## config.mk

```make
export PLATFORM = sky130hd
export DESIGN_NAME = timer_irq_router
export DESIGN_NICKNAME = d
export VERILOG_FILES = /design/src/rtl/trr_pkg.sv /design/src/rtl/trr_decode.sv /design/src/rtl/trr_edge_former.sv /design/src/rtl/trr_err_track.sv /design/src/rtl/timer_irq_router.sv
export SDC_FILE = /design/constraint.sdc
export NUM_CORES = 1
export LEC_CHECK = 0
export BUFFER_PORTS_ARGS = -buffer_cell sky130_fd_sc_hd__clkbuf_2
export CAP_MARGIN = 30
export CORE_MARGIN = 4
export CORE_UTILIZATION = 42
export DETAILED_ROUTE_END_ITERATION = 7
export GPL_ROUTABILITY_DRIVEN = 0
export PLACE_DENSITY = 0.86
export SLEW_MARGIN = 20
export SYNTH_ARGS = -nofsm -noshare
export SYNTH_HDL_FRONTEND = slang
export SYNTH_SLANG_ARGS = --single-unit
```

## constraint.sdc

```tcl
create_clock -name clk -period 2.32 [get_ports clk]
set_input_delay 0.232 -clock clk [delete_from_list [all_inputs] [get_ports clk]]
set_output_delay 0.232 -clock clk [all_outputs]
set_load 0.005 [all_outputs]
```

## src/rtl/trr_pkg.sv

```systemverilog
package trr_pkg;
  localparam int CFG_W   = 64;
  localparam int LVL_BIT = 1;
  localparam int RT_LSB  = 9;
  localparam int RT_W    = 5;
  localparam int CAP_LSB = 32;
  localparam int CAP_W   = 32;

  typedef logic [RT_W-1:0]  route_t;
  typedef logic [CAP_W-1:0] cap_t;
endpackage

```

## src/rtl/trr_decode.sv

```systemverilog
module trr_decode
  import trr_pkg::*;
#(
  parameter int NUM_LINES = 24,
  parameter bit LEG_OWNED = 1'b0,
  parameter int LEG_LINE  = 0
) (
  input  logic                 fire,
  input  logic [CFG_W-1:0]     cfg,
  input  logic                 legacy_mode,
  output logic [NUM_LINES-1:0] req,
  output logic                 bad
);
  route_t               route;
  cap_t                 cap;
  logic                 lvl;
  logic [NUM_LINES-1:0] hit;
  logic                 unused_cfg_bits;

  assign route = cfg[RT_LSB +: RT_W];
  assign cap   = cfg[CAP_LSB +: CAP_W];
  assign lvl   = cfg[LVL_BIT];
  assign unused_cfg_bits = ^{cfg[CAP_LSB-1:RT_LSB+RT_W], cfg[RT_LSB-1:LVL_BIT+1], cfg[0]};

  always_comb begin
    hit = '0;
    for (int l = 0; l < NUM_LINES; l++) begin
      if (route == RT_W'(l)) hit[l] = 1'b1;
    end
  end

  always_comb begin
    req = '0;
    bad = 1'b0;
    if (fire) begin
      if (lvl) begin
        bad = 1'b1;
      end else if (legacy_mode && LEG_OWNED) begin
        req[LEG_LINE] = 1'b1;
      end else if (cap[route] && (hit != '0)) begin
        req = hit;
      end else begin
        bad = 1'b1;
      end
    end
  end
endmodule

```

## src/rtl/trr_edge_former.sv

```systemverilog
module trr_edge_former #(
  parameter int NUM_LINES = 24
) (
  input  logic                 clk,
  input  logic                 rst,
  input  logic [NUM_LINES-1:0] req,
  output logic [NUM_LINES-1:0] irq_q
);
  logic [NUM_LINES-1:0] pend_q;
  logic [NUM_LINES-1:0] want;

  assign want = req | pend_q;

  always_ff @(posedge clk) begin
    if (rst) begin
      irq_q  <= '0;
      pend_q <= '0;
    end else begin
      irq_q  <= want & ~irq_q;
      pend_q <= want & irq_q;
    end
  end

  AST_NO_BACK_TO_BACK: assert property (@(posedge clk) disable iff (rst)
    (irq_q & $past(irq_q)) == '0);
  AST_PEND_DELIVERED: assert property (@(posedge clk) disable iff (rst)
    (pend_q != '0) |=> ((irq_q & $past(pend_q)) == $past(pend_q)));
endmodule

```

## src/rtl/trr_err_track.sv

```systemverilog
module trr_err_track (
  input  logic clk,
  input  logic rst,
  input  logic set,
  input  logic clr,
  output logic err_q
);
  always_ff @(posedge clk) begin
    if (rst)      err_q <= 1'b0;
    else if (set) err_q <= 1'b1;
    else if (clr) err_q <= 1'b0;
  end

  AST_ERR_STICKY: assert property (@(posedge clk) disable iff (rst)
    (err_q && !clr) |=> err_q);
  AST_ERR_SET: assert property (@(posedge clk) disable iff (rst)
    set |=> err_q);
endmodule

```

## src/rtl/timer_irq_router.sv

```systemverilog
module timer_irq_router
  import trr_pkg::*;
#(
  parameter int NUM_TIMERS  = 3,
  parameter int NUM_LINES   = 24,
  parameter int LEG_TIMERS  = 2,
  parameter int LEG_LINE_T0 = 0,
  parameter int LEG_LINE_T1 = 8
) (
  input  logic                        clk,
  input  logic                        rst,
  input  logic                        legacy_mode,
  input  logic [NUM_TIMERS-1:0]       fire,
  input  logic [NUM_TIMERS*CFG_W-1:0] tmr_cfg,
  input  logic                        err_clr,
  output logic [NUM_LINES-1:0]        irq,
  output logic                        legacy_quiet,
  output logic                        route_err
);
  logic [NUM_TIMERS-1:0][NUM_LINES-1:0] req_by_tmr;
  logic [NUM_TIMERS-1:0]                bad_by_tmr;
  logic [NUM_LINES-1:0]                 req_all;

  for (genvar t = 0; t < NUM_TIMERS; t++) begin : g_tmr
    localparam bit OWNED = (t < LEG_TIMERS);
    localparam int LLINE = (t == 0) ? LEG_LINE_T0 : LEG_LINE_T1;
    trr_decode #(
      .NUM_LINES(NUM_LINES),
      .LEG_OWNED(OWNED),
      .LEG_LINE (LLINE)
    ) u_dec (
      .fire       (fire[t]),
      .cfg        (tmr_cfg[t*CFG_W +: CFG_W]),
      .legacy_mode(legacy_mode),
      .req        (req_by_tmr[t]),
      .bad        (bad_by_tmr[t])
    );

    AST_REQ_ONEHOT: assert property (@(posedge clk) disable iff (rst)
      $onehot0(req_by_tmr[t]));
    AST_LEVEL_NO_LINE: assert property (@(posedge clk) disable iff (rst)
      (fire[t] && tmr_cfg[t*CFG_W + LVL_BIT]) |-> (req_by_tmr[t] == '0 && bad_by_tmr[t]));
  end

  always_comb begin
    req_all = '0;
    for (int t = 0; t < NUM_TIMERS; t++) req_all = req_all | req_by_tmr[t];
  end

  trr_edge_former #(.NUM_LINES(NUM_LINES)) u_edge (
    .clk  (clk),
    .rst  (rst),
    .req  (req_all),
    .irq_q(irq)
  );

  trr_err_track u_err (
    .clk  (clk),
    .rst  (rst),
    .set  (|bad_by_tmr),
    .clr  (err_clr),
    .err_q(route_err)
  );

  always_ff @(posedge clk) begin
    if (rst) legacy_quiet <= 1'b0;
    else     legacy_quiet <= legacy_mode;
  end

  AST_QUIET_FOLLOWS: assert property (@(posedge clk) disable iff (rst)
    1'b1 |=> (legacy_quiet == $past(legacy_mode)));
endmodule

```

* Word level (Yosys, flattened, before mapping)
Cells that the tools add are included.
Storage, ports and cells: register bits after elaboration 50, bits in latches 0, memory bits (writable) 0, bits in read-only memories 0, bits of input ports 199, output and inout bits 26, word-level logic and storage cells 198, memories kept 0
Operators by class: $add $sub $neg 0, $mul 0, div/mod/pow operators 0, magnitude comparators 3, equality and inequality tests 69, shift-type cells 0, muxes and demuxes 105, bitwise operators 6, reduce and logical (&&, ||, !) cells 11
Operators by type and width (number):
- 24-bit two-way mux | 9
- 5-bit by 4-bit equality test with 1-bit output (second input constant) | 24
- 5-bit equality test (second input constant) | 24
- 1-bit two-way mux | 90
- 24-bit bitwise OR | 3
- 24-bit nonzero test | 3
- 5-bit by 3-bit equality test with 1-bit output (second input constant) | 12
- 24-bit bitwise AND | 2
- 5-bit by 2-bit equality test with 1-bit output (second input constant) | 6
- 24-bit NOT | 1
- 23-bit two-way mux | 1
- 5-bit by 6-bit < comparator with 1-bit output (second input constant) | 3
- 1-bit binary-select mux with 5-bit select | 3
- 5-bit by 1-bit equality test with 1-bit output (second input constant) | 3
- 5-bit zero test | 3
- 15-bit two-way mux | 1
- 8-bit two-way mux | 1
- 1-bit logical AND | 3
- 3-bit OR reduction | 1
- 2-bit nonzero test | 1

* Longest topological paths before layout
Gate-level depths: netlist of run 1.
word-level depth 12, depth in mapped cells 8, depth with buffers taken out 6

* Modules after synthesis
From an unflattened synthesis of run 1, not the netlist that was laid out.
Second synthesis, totals: cell total of the unflattened synthesis 405, area total of the unflattened synthesis 3686.0 um2
By module, submodules not included:
- trr_edge_former | instances 1, cells each 125, area an instance 1495.2 um2, sequential area each 960.9 um2
- trr_decode at g_tmr[0].u_dec | instances 1, cells each 88, area an instance 785.8 um2, sequential area each 0.0 um2
- trr_decode at g_tmr[1].u_dec | instances 1, cells each 87, area an instance 680.7 um2, sequential area each 0.0 um2
- trr_decode at g_tmr[2].u_dec | instances 1, cells each 74, area an instance 503.0 um2, sequential area each 0.0 um2
- timer_irq_router | instances 1, cells each 27, area an instance 182.7 um2, sequential area each 20.0 um2
- trr_err_track | instances 1, cells each 4, area an instance 38.8 um2, sequential area each 20.0 um2

* Worst setup path after synthesis of run 1
OpenSTA, ideal clock, no wires.
path type input-to-reg, start input tmr_cfg[73], end register u_edge.pend_q[1], setup time 115 ps, arrival time 1933 ps, required time 2205 ps, slack 272 ps, stages on the path 7, path buffers 1, cells stage by stage buf_6 -> mux4_2 -> mux2_4 -> o221ai_4 -> a2111oi_2 -> a221o_1 -> and2_1
Between the ends: word-level cells in the longest chain between the ends 12
Ends and longest elaborated chain:
- start: declaration | RTL line timer_irq_router.sv:14 | input logic [NUM_TIMERS*CFG_W-1:0] tmr_cfg,
- 5-bit by 1-bit equality test with 1-bit output (tied with other cells) | RTL line trr_decode.sv:28 | if (route == RT_W'(l)) hit[l] = 1'b1;
- 1-bit two-way mux | RTL line trr_decode.sv:28
- 24-bit nonzero test | RTL line trr_decode.sv:40 | end else if (cap[route] && (hit != '0)) begin
- 1-bit logical AND | RTL line trr_decode.sv:40
- 24-bit two-way mux (*) | RTL line trr_decode.sv:40
- 8-bit two-way mux (*) | RTL line trr_decode.sv:38 | end else if (legacy_mode && LEG_OWNED) begin
- 24-bit two-way mux (*) | RTL line trr_decode.sv:36 | if (lvl) begin
- 24-bit two-way mux (*) | RTL line trr_decode.sv:35 | if (fire) begin
- 24-bit bitwise OR (*) (2 in a row) | RTL line timer_irq_router.sv:47 | for (int t = 0; t < NUM_TIMERS; t++) req_all = req_all | req_by_tmr[t];
- 24-bit bitwise OR (*) | RTL line trr_edge_former.sv:12 | assign want = req | pend_q;
- 24-bit bitwise AND (*) | RTL line trr_edge_former.sv:20 | pend_q <= want & irq_q;
- end signal: assignment | RTL line trr_edge_former.sv:20
- end: declaration | RTL line trr_edge_former.sv:9 | logic [NUM_LINES-1:0] pend_q;
Mark *: on every way between the ends. The rest lies on a longest branch, timed or not. The select of a mux whose other input is x is not followed. A chain may end at the register's enable or synchronous reset.

* Worst setup path after layout of run 1
start input tmr_cfg[137], end register u_edge.pend_q[19]
Between the ends: word-level cells in the longest chain between the ends 10
Ends and longest elaborated chain (RTL line):
- 5-bit by 1-bit equality test with 1-bit output (tied with other cells) | trr_decode.sv:28
- 1-bit two-way mux | trr_decode.sv:28
- 24-bit nonzero test | trr_decode.sv:40
- 1-bit logical AND | trr_decode.sv:40
- 24-bit two-way mux (*) | trr_decode.sv:40
- 24-bit two-way mux (*) | trr_decode.sv:36
- 24-bit two-way mux (*) | trr_decode.sv:35
- 24-bit bitwise OR (*) | timer_irq_router.sv:47
- 24-bit bitwise OR (*) | trr_edge_former.sv:12
- 24-bit bitwise AND (*) | trr_edge_former.sv:20
Marks and branches as above.

==> results of run 1 <==
## area by class of cell
cell class | instances | area [µm²] | share of cell area (%)
multi-input cells | 268 | 2037 | 50.26
flip-flops and latches | 50 | 1001 | 24.70
repair buffers | 140 | 758.2 | 18.71
well taps | 99 | 123.9 | 3.057
clock buffers | 7 | 86.33 | 2.130
inverters | 11 | 41.29 | 1.019
clock inverters | 1 | 5.005 | 0.1235
## sequential cells by signal, summed over array words and instances (netlist names)
name / flops
u_edge.irq_q: 24
u_edge.pend_q: 24
legacy_quiet: 1
u_err.err_q: 1
## layout by cell type (no fill, tap or decap), types with 2 or more instances in the layout
cell,n
a2111oi_2,6
a2111oi_4,2
a211o_1,3
a211oi_1,15
a21boi_0,3
a21oi_1,23
a221oi_1,5
a222oi_1,2
a31oi_2,3
and2_1,3
buf_4,17
clkbuf_2,122
clkbuf_8,6
dfxtp_1,50
inv_1,11
mux2_2,3
mux2i_1,7
mux4_1,2
mux4_2,8
nand2_1,19
nand2b_1,11
nand3_1,4
nand3b_1,5
nand4_1,2
nor2_1,38
nor2b_1,15
nor3_1,19
nor3b_1,13
nor4_1,5
o2111a_1,2
o2111ai_1,3
o211ai_1,2
o21ai_0,5
o21bai_1,3
o31ai_1,4
or3b_2,3
## worst max-delay path: cells and delay by family
family,cells,cell delay (ns)
AND/OR/NAND/NOR,3,0.57
buffers and inverters,2,0.27
AO/OA/AOI/OAI,3,1.07
## how the worst max path moves through the flow
stage / startpoint / endpoint / slack, ns / depth (start not counted)
6_report: tmr_cfg[137] / u_edge.pend_q[19] / 0.36 / 8
5_1_grt: legacy_mode / u_edge.pend_q[0] / 0.15 / 7
4_1_cts: tmr_cfg[137] / u_edge.pend_q[14] / 0.35 / 8
3_5_place_dp: tmr_cfg[137] / u_edge.pend_q[14] / 0.04 / 8
3_3_place_gp: tmr_cfg[73] / u_edge.pend_q[1] / 0.1 / 7
2_1_floorplan: tmr_cfg[73] / u_edge.pend_q[1] / 0.27 / 7
## kinds of logic (layout without fill, tap and decap cells)
group                  count (synthesis)  count (layout)
multiplexers                          21              21
flip-flops                            50              50
AND/OR/NAND/NOR                      150             150
buffers and inverters                 32             159
AO/OA/AOI/OAI                         97              97
## per-stage QoR
| step | instances | setup slack, ns | util (%) | total power [mW] | hold WS (ns) |
|---|---|---|---|---|---|
| global placement | 568 | 0.09719 | 54.04 | 1.240 | 0.4190 |
| detailed placement | 568 | 0.03893 | 54.04 | 1.250 | 0.4234 |
| CTS | 576 | 0.3527 | 55.28 | 1.757 | 0.2876 |
| global route | 576 | 0.1534 | 55.28 | 1.829 | 0.3229 |
| finish | 576 | 0.3566 | 55.28 | 1.762 | 0.2902 |
| floorplan | 350 | 0.2717 | - | 1.103 | 0.3949 |
## power by group through the flow
| stage | Sequential (mW) | Combinational [mW] | Clock, mW |
|---|---|---|---|
| after global placement | 0.885 | 0.355 | 0 |
| after floorplan | 0.885 | 0.218 | 0 |
| after CTS | 0.865 | 0.368 | 0.524 |
| after detailed placement | 0.886 | 0.364 | 0 |
| after global routing | 0.866 | 0.400 | 0.562 |
| final | 0.865 | 0.373 | 0.524 |
## layer usage
| layer | vias up | track usage (%) | wire length (µm) |
|---|---|---|---|
| li1 | 1588 | - | - |
| met1 | 1574 | 26.53 | 3823 |
| met3 | 55 | 5.604 | 1066 |
| met5 | - | 0 | 0 |
| met4 | 0 | 10.58 | 434 |
| met2 | 230 | 36.79 | 4828 |
==> out/metrics.yaml, run 1 <==
final_layout:
  n_antenna_cell: 0
  nFillCells: 671
  final_nets: 675
  area_growth_pct: 27.17
  design_area_mm2: 0.004053
  drive_gt1_share_pct: 37.95
drt:
  first_pass_iters: 5
  drt-initial-drc-count: 306
  route.vias.total: 3447
  drc: 0
  vias_per_cell: 5.984
  drt_wl_total_um: 10150
  wl_per_cell_um: 17.63
  ant_nets: 0
clock_tree:
  cts_tree: "built"
  postCtsHoldBufs: 0
  cts.repair.resized: 0
  post_cts_buffers: 0
  root_buffer: "clkbuf_8"
  clk_latency_ns: 0.30
  cts.sinks: 50
  cts_buffers: 5
  clk_path_buf_depth: 2
  path_clk_slew_ns: 0.09
  h-tree-depth: 2
logic_synthesis:
  yosysWarningCount: 0
  synth_commonest_cells: "50 x dfxtp_1, 38 x nor2_1, 23 x a21oi_1"
  synth_xor_area_share_pct: 0
  yosysTopAreaCellShare_pct: 31.41
  yosys.area_share.simple_pct: 26.34
  synth_top_family_by_area: "compound AO/OA/AOI/OAI gates"
  async_reset_ff_share_pct: 0
  synthesis.nets: 549
  syn_area_per_cell_um2: 9.105
  synth.area.top_cells: "dfxtp_1 31%, mux4_2 5.7%, nor2_1 4.5%"
  synth_adder_area_share_pct: 0
  yosysMostFrequentCell: "dfxtp_1"
  syn_area_mm2: 0.003187
  ys.flop_type: "dfxtp_1"
  yosysTopAreaCell: "dfxtp_1"
  synthCells: 350
  synth_edf_count: 0
  ys_seq_elements: 50
  synth_compound_area_share_pct: 26.54
  ys_seq_area_share_pct: 31.41
  yosys.cell_types.count: 68
  synthMuxAreaShare_pct: 11.03
placed_design:
  placed_cell_area_mm2: 0.003961
  dp_hpwl_um: 8117
  port-buffer-count: 122
pwr:
  switching_share_pct: 27.43
  power.share.clock_pct: 29.7
  comb_power_share_pct: 21.1
  p_int_mw: 1.279
  seqPwrFrac_pct: 49.1
  peakVddDrop_uv: 320.5
  power_density_mw_per_mm2: 434.7
  switchingPower_mw: 0.4833
  leakagePower_nw: 1.638
worst_hold_path:
  min_path_cells: 3
  min_from: "fire[2]"
  hold_end: "u_err.err_q"
  hp-class: "in2reg"
setup_path:
  required_ns: 2.50
  r2r_start: "u_edge.pend_q[0]"
  crit_arrival_ns: 2.14
  r2r-end: "u_edge.pend_q[0]"
  critPathLaunchType: "input pin"
  cpPeakStageDelay_ns: 0.51
  cp_slowest_cell: "a2111oi_2"
  path_cells: "clkbuf_2, buf_12, nand2b_1, a211o_1, nand4_1, a31oi_2, a2111oi_2, nor3b_1"
  ff2ff_setup_slack_ns: 1.27
  crit_fanout: 11
  end_kind: "flop"
  rr_worst_depth: 3
  critPathKind: "in2reg"
global_route:
  grt_first_pass_wirelength_um: 15810
  grt_usage_pct: 22.11
  grt_pass1_vias: 3413
  antenna_found_initial: 0
  grt_overflow: 0
  grt_max_degree: 24
timing:
  rsz0062_at_grt: "false"
  relSlewSlack_pct: 36.88
  fin_crit_ns: 1.963
  setup_tns_ns: 0
  setup_violations: 0
  finalHoldViolations: 0
  finalCritPeriodShare_pct: 84.63
  worst_slew_pin_slew_ns: 0.9341
  finClkSkew_ns: 0.003669
  drv_slew: 0
  fmax_mhz: 509.3
floorplanning:
  ios: 225
  core_mm2: 0.007331
  dieArea_mm2: 0.009045
  dieWidth_um: 95.11
  std_cell_rows: 31
  start_util_pct: 43.47
  die_h_um: 95.11
run_status:
  status: "complete, no violations"
flow_run:
  drv_cap: 0
Power figures use the tool's default switching activity.
==> inputs of run 2 (changes only) <==
- CORE_UTILIZATION: 42 -> 38
- PLACE_DENSITY: 0.86 -> 0.82
- clock period: 2.32 -> 1.6 ns (I/O delays scaled with it)
==> out/metrics.yaml, run 2 (same netlist as run 1, synthesis figures left out) <==
run_status:
  status: "complete, but fails checks"  # was complete, no violations
  violations: "DRC, setup timing"
placed_design:
  dp_hpwl_um: 9343  # was 8117 µm
  port-buffer-count: 122  # unchanged
  post-place-ws_ns: -0.5775  # was 0.03893 ns
  numPlacedInstances: 645  # was 568
setup_path:
  crit_fanout: 5  # was 11
  rr_worst_depth: 5  # was 3
  r2r-end: "u_edge.pend_q[20]"  # was u_edge.pend_q[0]
  r2r_start: "u_edge.pend_q[20]"  # was u_edge.pend_q[0]
  crit_arrival_ns: 2.33  # was 2.14 ns
  end_kind: "flop"  # unchanged
  critPathLaunchType: "input pin"  # unchanged
  path_cells: "clkbuf_4, buf_4, buf_4, or3b_2, nor4_1, buf_4, a221o_1, nor2b_1"  # was clkbuf_2, buf_12, nand2b_1, a211o_1, nand4_1, a31oi_2, a2111oi_2, nor3b_1
  required_ns: 1.85  # was 2.50 ns
  crit_family: "simple AND/OR/NAND/NOR gates"  # was compound AO/OA/AOI/OAI gates
  path_common_cell: "buf_4"
  crit_buf_inv: 4  # was 2
  critPathKind: "in2reg"  # unchanged
  cp_slowest_cell: "nor4_1"  # was a2111oi_2
  cpPeakStageDelay_ns: 0.61  # was 0.51 ns
  ff2ff_setup_slack_ns: 0.51  # was 1.27 ns
timing:
  fmax_mhz: 480.9
  finalCritPeriodShare_pct: 130.0
  worst_slew_pin_slew_ns: 0.7724  # was 0.9341 ns
  layout_setup_ws_ns: -0.4795  # was 0.3566 ns
  fin_crit_ns: 2.079
  relSlewSlack_pct: 48.03  # was 36.88%
  rsz0062_at_grt: "true"  # was false
  finalHoldViolations: 0  # unchanged
  finClkSkew_ns: 0.007941  # was 0.003669 ns
  drv_slew: 0  # unchanged
  setup_violations: 47  # was 0
floorplanning:
  ios: 225  # unchanged
  dieWidth_um: 99.58  # was 95.11 µm
  start_util_pct: 38.98  # was 43.47%
  std_cell_rows: 33  # was 31
  core_mm2: 0.008175  # was 0.007331 mm²
  die_h_um: 99.58  # was 95.11 µm
  dieArea_mm2: 0.009915  # was 0.009045 mm²
drt:
  wl_per_cell_um: 22.20  # was 17.63 µm
  drc: 2  # was 0
  top_layer: "met4"  # unchanged
  wl_met3_um: 1361  # was 1066 µm
  first_pass_iters: 8  # was 5
  met1_length_um: 5207  # was 3823 µm
  drt-initial-drc-count: 522  # was 306
  drt_wl_total_um: 14890  # was 10,150 µm
  route.vias.total: 4105  # was 3,447
  vias_per_cell: 6.118  # was 5.984
  ant_nets: 0  # unchanged
  wl_met2_um: 7218  # was 4828 µm
clock_tree:
  root_buffer: "clkbuf_8"  # unchanged
  cts_tree: "built"  # unchanged
  h-tree-depth: 2  # unchanged
  path_clk_slew_ns: 0.10  # was 0.09 ns
  clk_latency_ns: 0.31  # was 0.30 ns
  cts_buffers: 5  # unchanged
  cts.sinks: 50  # unchanged
  clk_path_buf_depth: 2  # unchanged
  postCtsHoldBufs: 0  # unchanged
worst_hold_path:
  hp-class: "in2reg"  # unchanged
  min_from: "tmr_cfg[129]"  # was fire[2]
  hold_end: "u_err.err_q"  # unchanged
  min_path_cells: 3  # unchanged
final_layout:
  drive_gt1_share_pct: 59.72  # was 37.95%
  most-common-layout-cells: "114 x clkbuf_2, 87 x buf_4, 50 x dfxtp_1"  # was 122 x clkbuf_2, 50 x dfxtp_1, 38 x nor2_1
  area_growth_pct: 70.08  # was 27.17%
  seqCellArea_mm2: 0.001001  # unchanged
  n_antenna_cell: 0  # unchanged
  layout_commonest_cell: "clkbuf_2"  # unchanged
  largestRegisters: "u_edge.irq_q x24, u_edge.pend_q x24"  # unchanged
  utilization_pct: 66.30  # was 55.28%
  final_cells: 671  # was 576
  multiInputGateArea_mm2: 0.002552  # was 0.002037 mm²
  final_nets: 764  # was 675
  nFillCells: 572  # was 671
global_route:
  grt_pass1_vias: 4121  # was 3,413
  antenna_found_initial: 0  # unchanged
  grt_max_degree: 15  # was 24
  grt_overflow: 0  # unchanged
  grt_first_pass_wirelength_um: 20360  # was 15,810 µm
  grt_usage_pct: 25.97  # was 22.11%
pwr:
  leakagePower_nw: 2.258  # was 1.638 nW
  power_density_mw_per_mm2: 564.6  # was 434.7 mW/mm²
  finalPower_mw: 3.060  # was 1.762 mW
  peakVddDrop_uv: 421.0  # was 320.5 µV
flow_run:
  drv_cap: 0  # unchanged
[run 2: power breakdown]
part | internal, mW | switching (mW)
Combinational | 0.450 | 0.440
Clock | 0.469 | 0.446
Sequential | 1.25 | 0.00526
Total | 2.17 | 0.891
[run 2: worst max path at each step]
stage                 start               end  slack [ns]  depth (start not counted)
3_3_place_gp   tmr_cfg[137]  u_edge.pend_q[3]       -0.51                          8
4_1_cts        tmr_cfg[137]  u_edge.irq_q[19]       -0.14                          8
3_5_place_dp    tmr_cfg[73]  u_edge.pend_q[5]       -0.58                          8
2_1_floorplan   tmr_cfg[73]  u_edge.pend_q[1]       -0.37                          7
5_1_grt        tmr_cfg[139]   u_edge.irq_q[1]       -0.53                          8
6_report       tmr_cfg[139]   u_edge.irq_q[1]       -0.48                          8
[run 2: area by class of cell]
class,instances,area share (%)
Clock inverter,1,0.5540
Sequential cell,50,18.47
Tap cell,105,2.424
Timing Repair Buffer,229,29.29
Clock buffer,7,1.408
Multi-Input combinational cell,268,47.09
Inverter,11,0.7618
[run 2: repair_timing]
item	in CTS	in global routing
setup buffers	12	6
hold endpoints to repair	0	0
setup endpoints to repair	48	49
resized for setup	66	39
gates cloned	0	1
pin swaps	23	19
[run 2: routing by layer]
metal / vias up / global-route usage, %
li1: 1761 / -
met4: 0 / 14.08
met5: - / 0
met1: 1913 / 28.93
met2: 320 / 45.56
met3: 111 / 6.031
[run 2: worst min-delay path, cell delays in order]
cell and delay, ns:
clkbuf_2 0.10, a211oi_1 0.07, a41oi_1 0.17
[run 2: metrics by stage]
step,instance area (µm²),TNS (ns),hold WS [ns]
after global placement,4652,-20.97,0.4190
after floorplan,3406,-7.529,0.3229
final,5420,-5.798,0.2356
after global routing,5420,-7.598,0.2535
after detailed placement,4652,-24.10,0.4238
after CTS,5175,-2.452,0.2178
==> inputs of run 3 (changes only) <==
- CORE_UTILIZATION: 38 -> 45
- PLACE_DENSITY: 0.82 -> 0.91
- SKIP_LAST_GASP: default -> 1
- clock period: 1.6 -> 2.55 ns (I/O delays scaled with it)
==> out/metrics.yaml, run 3 (same netlist as run 1, synthesis figures left out) <==
final_layout:
  final_nets: 669  # was 764
  largestRegisters: "u_edge.irq_q x24, u_edge.pend_q x24"  # unchanged
  drive_gt1_share_pct: 36.94  # was 59.72%
  most-common-layout-cells: "122 x clkbuf_2, 50 x dfxtp_1, 38 x nor2_1"  # was 114 x clkbuf_2, 87 x buf_4, 50 x dfxtp_1
  nFillCells: 577  # was 572
  multiInputGateArea_mm2: 0.002037  # was 0.002552 mm²
  seqCellArea_mm2: 0.001001  # unchanged
  layout_commonest_cell: "clkbuf_2"  # unchanged
  n_antenna_cell: 0  # unchanged
  design_area_mm2: 0.004006  # was 0.005420 mm²
  area_growth_pct: 25.72  # was 70.08%
drt:
  drt-initial-drc-count: 511  # was 522
  vias_per_cell: 6.090  # was 6.118
  drt_wl_total_um: 10070  # was 14,890 µm
  first_pass_iters: 5  # was 8
  ant_nets: 0  # unchanged
  drc: 0  # was 2
  route.vias.total: 3453  # was 4,105
  wl_per_cell_um: 17.76  # was 22.20 µm
setup_path:
  crit_fanout: 11  # was 5
  required_ns: 2.77  # was 1.85 ns
  end_kind: "flop"  # unchanged
  cpPeakStageDelay_ns: 0.67  # was 0.61 ns
  crit_buf_inv: 1  # was 4
  critPathLaunchType: "input pin"  # unchanged
  path_cells: "clkbuf_2, nand2b_2, a2bb2oi_1, nand4_1, a311oi_4, nand2_1, a211oi_1"  # was clkbuf_4, buf_4, buf_4, or3b_2, nor4_1, buf_4, a221o_1, nor2b_1
  crit_family: "compound AO/OA/AOI/OAI gates"  # was simple AND/OR/NAND/NOR gates
  critPathKind: "in2reg"  # unchanged
  crit_arrival_ns: 2.44  # was 2.33 ns
  cp_slowest_cell: "a311oi_4"  # was nor4_1
pwr:
  comb_power_share_pct: 20.0  # was 29.1%
  leakagePower_nw: 1.608  # was 2.258 nW
  switchingPower_mw: 0.4322  # was 0.8905 mW
  power.share.clock_pct: 32.7  # was 29.9%
  power_density_mw_per_mm2: 415.2  # was 564.6 mW/mm²
  switching_share_pct: 25.98  # was 29.10%
  seqPwrFrac_pct: 47.3  # was 41.0%
  peakVddDrop_uv: 232.4  # was 421.0 µV
  p_int_mw: 1.231  # was 2.170 mW
clock_tree:
  h-tree-depth: 2  # unchanged
  path_clk_slew_ns: 0.09  # was 0.10 ns
  postCtsHoldBufs: 0  # unchanged
  clk_path_buf_depth: 2  # unchanged
  cts.sinks: 50  # unchanged
  post_cts_buffers: 0  # was 12
  cts_buffers: 5  # unchanged
  clk_latency_ns: 0.30  # was 0.31 ns
  cts_tree: "built"  # unchanged
  cts.repair.resized: 0  # was 66
  root_buffer: "clkbuf_8"  # unchanged
timing:
  rsz0062_at_grt: "false"  # was true
  setup_violations: 0  # was 47
  fin_crit_ns: 2.225
  relSlewSlack_pct: 61.14  # was 48.03%
  layout_setup_ws_ns: 0.3249  # was -0.4795 ns
  finClkSkew_ns: 0.001153  # was 0.007941 ns
  finalHoldViolations: 0  # unchanged
  worst_slew_pin_slew_ns: 0.5785  # was 0.7724 ns
  finalCritPeriodShare_pct: 87.26
  fmax_mhz: 449.4
  drv_slew: 0  # unchanged
  setup_tns_ns: 0  # was -5.798 ns
global_route:
  antenna_found_initial: 0  # unchanged
  grt_overflow: 0  # unchanged
  grt_pass1_vias: 3423  # was 4,121
  grt_first_pass_wirelength_um: 16010  # was 20,360 µm
  grt_max_degree: 35  # was 15
  grt_usage_pct: 23.17  # was 25.97%
floorplanning:
  die_h_um: 92.16  # was 99.58 µm
  ios: 225  # unchanged
  std_cell_rows: 30  # was 33
  dieArea_mm2: 0.008493  # was 0.009915 mm²
  core_mm2: 0.006832  # was 0.008175 mm²
  dieWidth_um: 92.16  # was 99.58 µm
  start_util_pct: 46.65  # was 38.98%
placed_design:
  post-place-ws_ns: 0.08200  # was -0.5775 ns
  port-buffer-count: 122  # unchanged
  dp_hpwl_um: 7922  # was 9343 µm
  placed_cell_area_mm2: 0.003900  # was 0.004652 mm²
worst_hold_path:
  hp-class: "in2reg"  # unchanged
run_status:
  status: "complete, no violations"  # was complete, but fails checks
flow_run:
  drv_cap: 0  # unchanged
## run 3: cell types whose count changed in the layout (fill, tap and decap cells not counted), moves of 6 or more
cell	previous run	this run
buf_4	87	12
buf_6	17	0
a211oi_1	4	15
a21oi_1	14	23
a211oi_2	8	0
clkbuf_2	114	122
a21oi_2	7	0
nor3b_1	6	13
nor3b_2	8	1
nor2_1	32	38
nor3_1	13	19
nor3_2	6	0
## run 3: tightest hold or removal path: stages
cell	delay (ns)
clkbuf_2	0.11
nand4_1	0.08
a41oi_1	0.15
## run 3: cell type report
type / count / share of cell area [%]
Clock buffer: 7 / 1.905
Timing Repair Buffer: 134 / 17.49
Multi-Input combinational cell: 268 / 50.84
Inverter: 11 / 1.031
Clock inverter: 1 / 0.7495
Tap cell: 96 / 2.998
Sequential cell: 50 / 24.98
## run 3: worst paths after layout
| path | endpoint | start | depth (start not counted) | slack (ns) |
|---|---|---|---|---|
| max | u_edge.pend_q[8] | tmr_cfg[138] | 7 | 0.32 |
| min | u_err.err_q | fire[2] | 3 | 0.37 |
| max reg2reg | u_edge.pend_q[15] | u_edge.pend_q[15] | 4 | 1.52 |
| min reg2reg | u_edge.irq_q[2] | u_edge.irq_q[2] | 1 | 0.44 |
## run 3: stage by stage
stage	instances	hold slack (ns)	total power, mW	utilization, %
2_1_floorplan	350	0.4179	1.004	-
3_3_place_gp	559	0.4179	1.119	57.09
3_5_place_dp	559	0.4275	1.129	57.09
4_1_cts	567	0.3716	1.666	58.64
5_1_grt	567	0.3902	1.719	58.64
6_report	567	0.3734	1.663	58.64
## run 3: metal layers
| metal | GRT usage (%) | part of all wire, % |
|---|---|---|
| met4 | 10.40 | 4.4 |
| met5 | 0 | 0 |
| met3 | 6.235 | 10 |
| met2 | 38.44 | 48 |
| met1 | 28.00 | 38 |
## run 3: power groups by stage
stage               Sequential (mW)  Combinational (mW)  Clock [mW]
floorplan                     0.806               0.198           0
global placement              0.805               0.314           0
detailed placement            0.805               0.324           0
CTS                           0.787               0.327       0.553
global route                  0.788               0.358       0.574
finish                        0.787               0.332       0.544
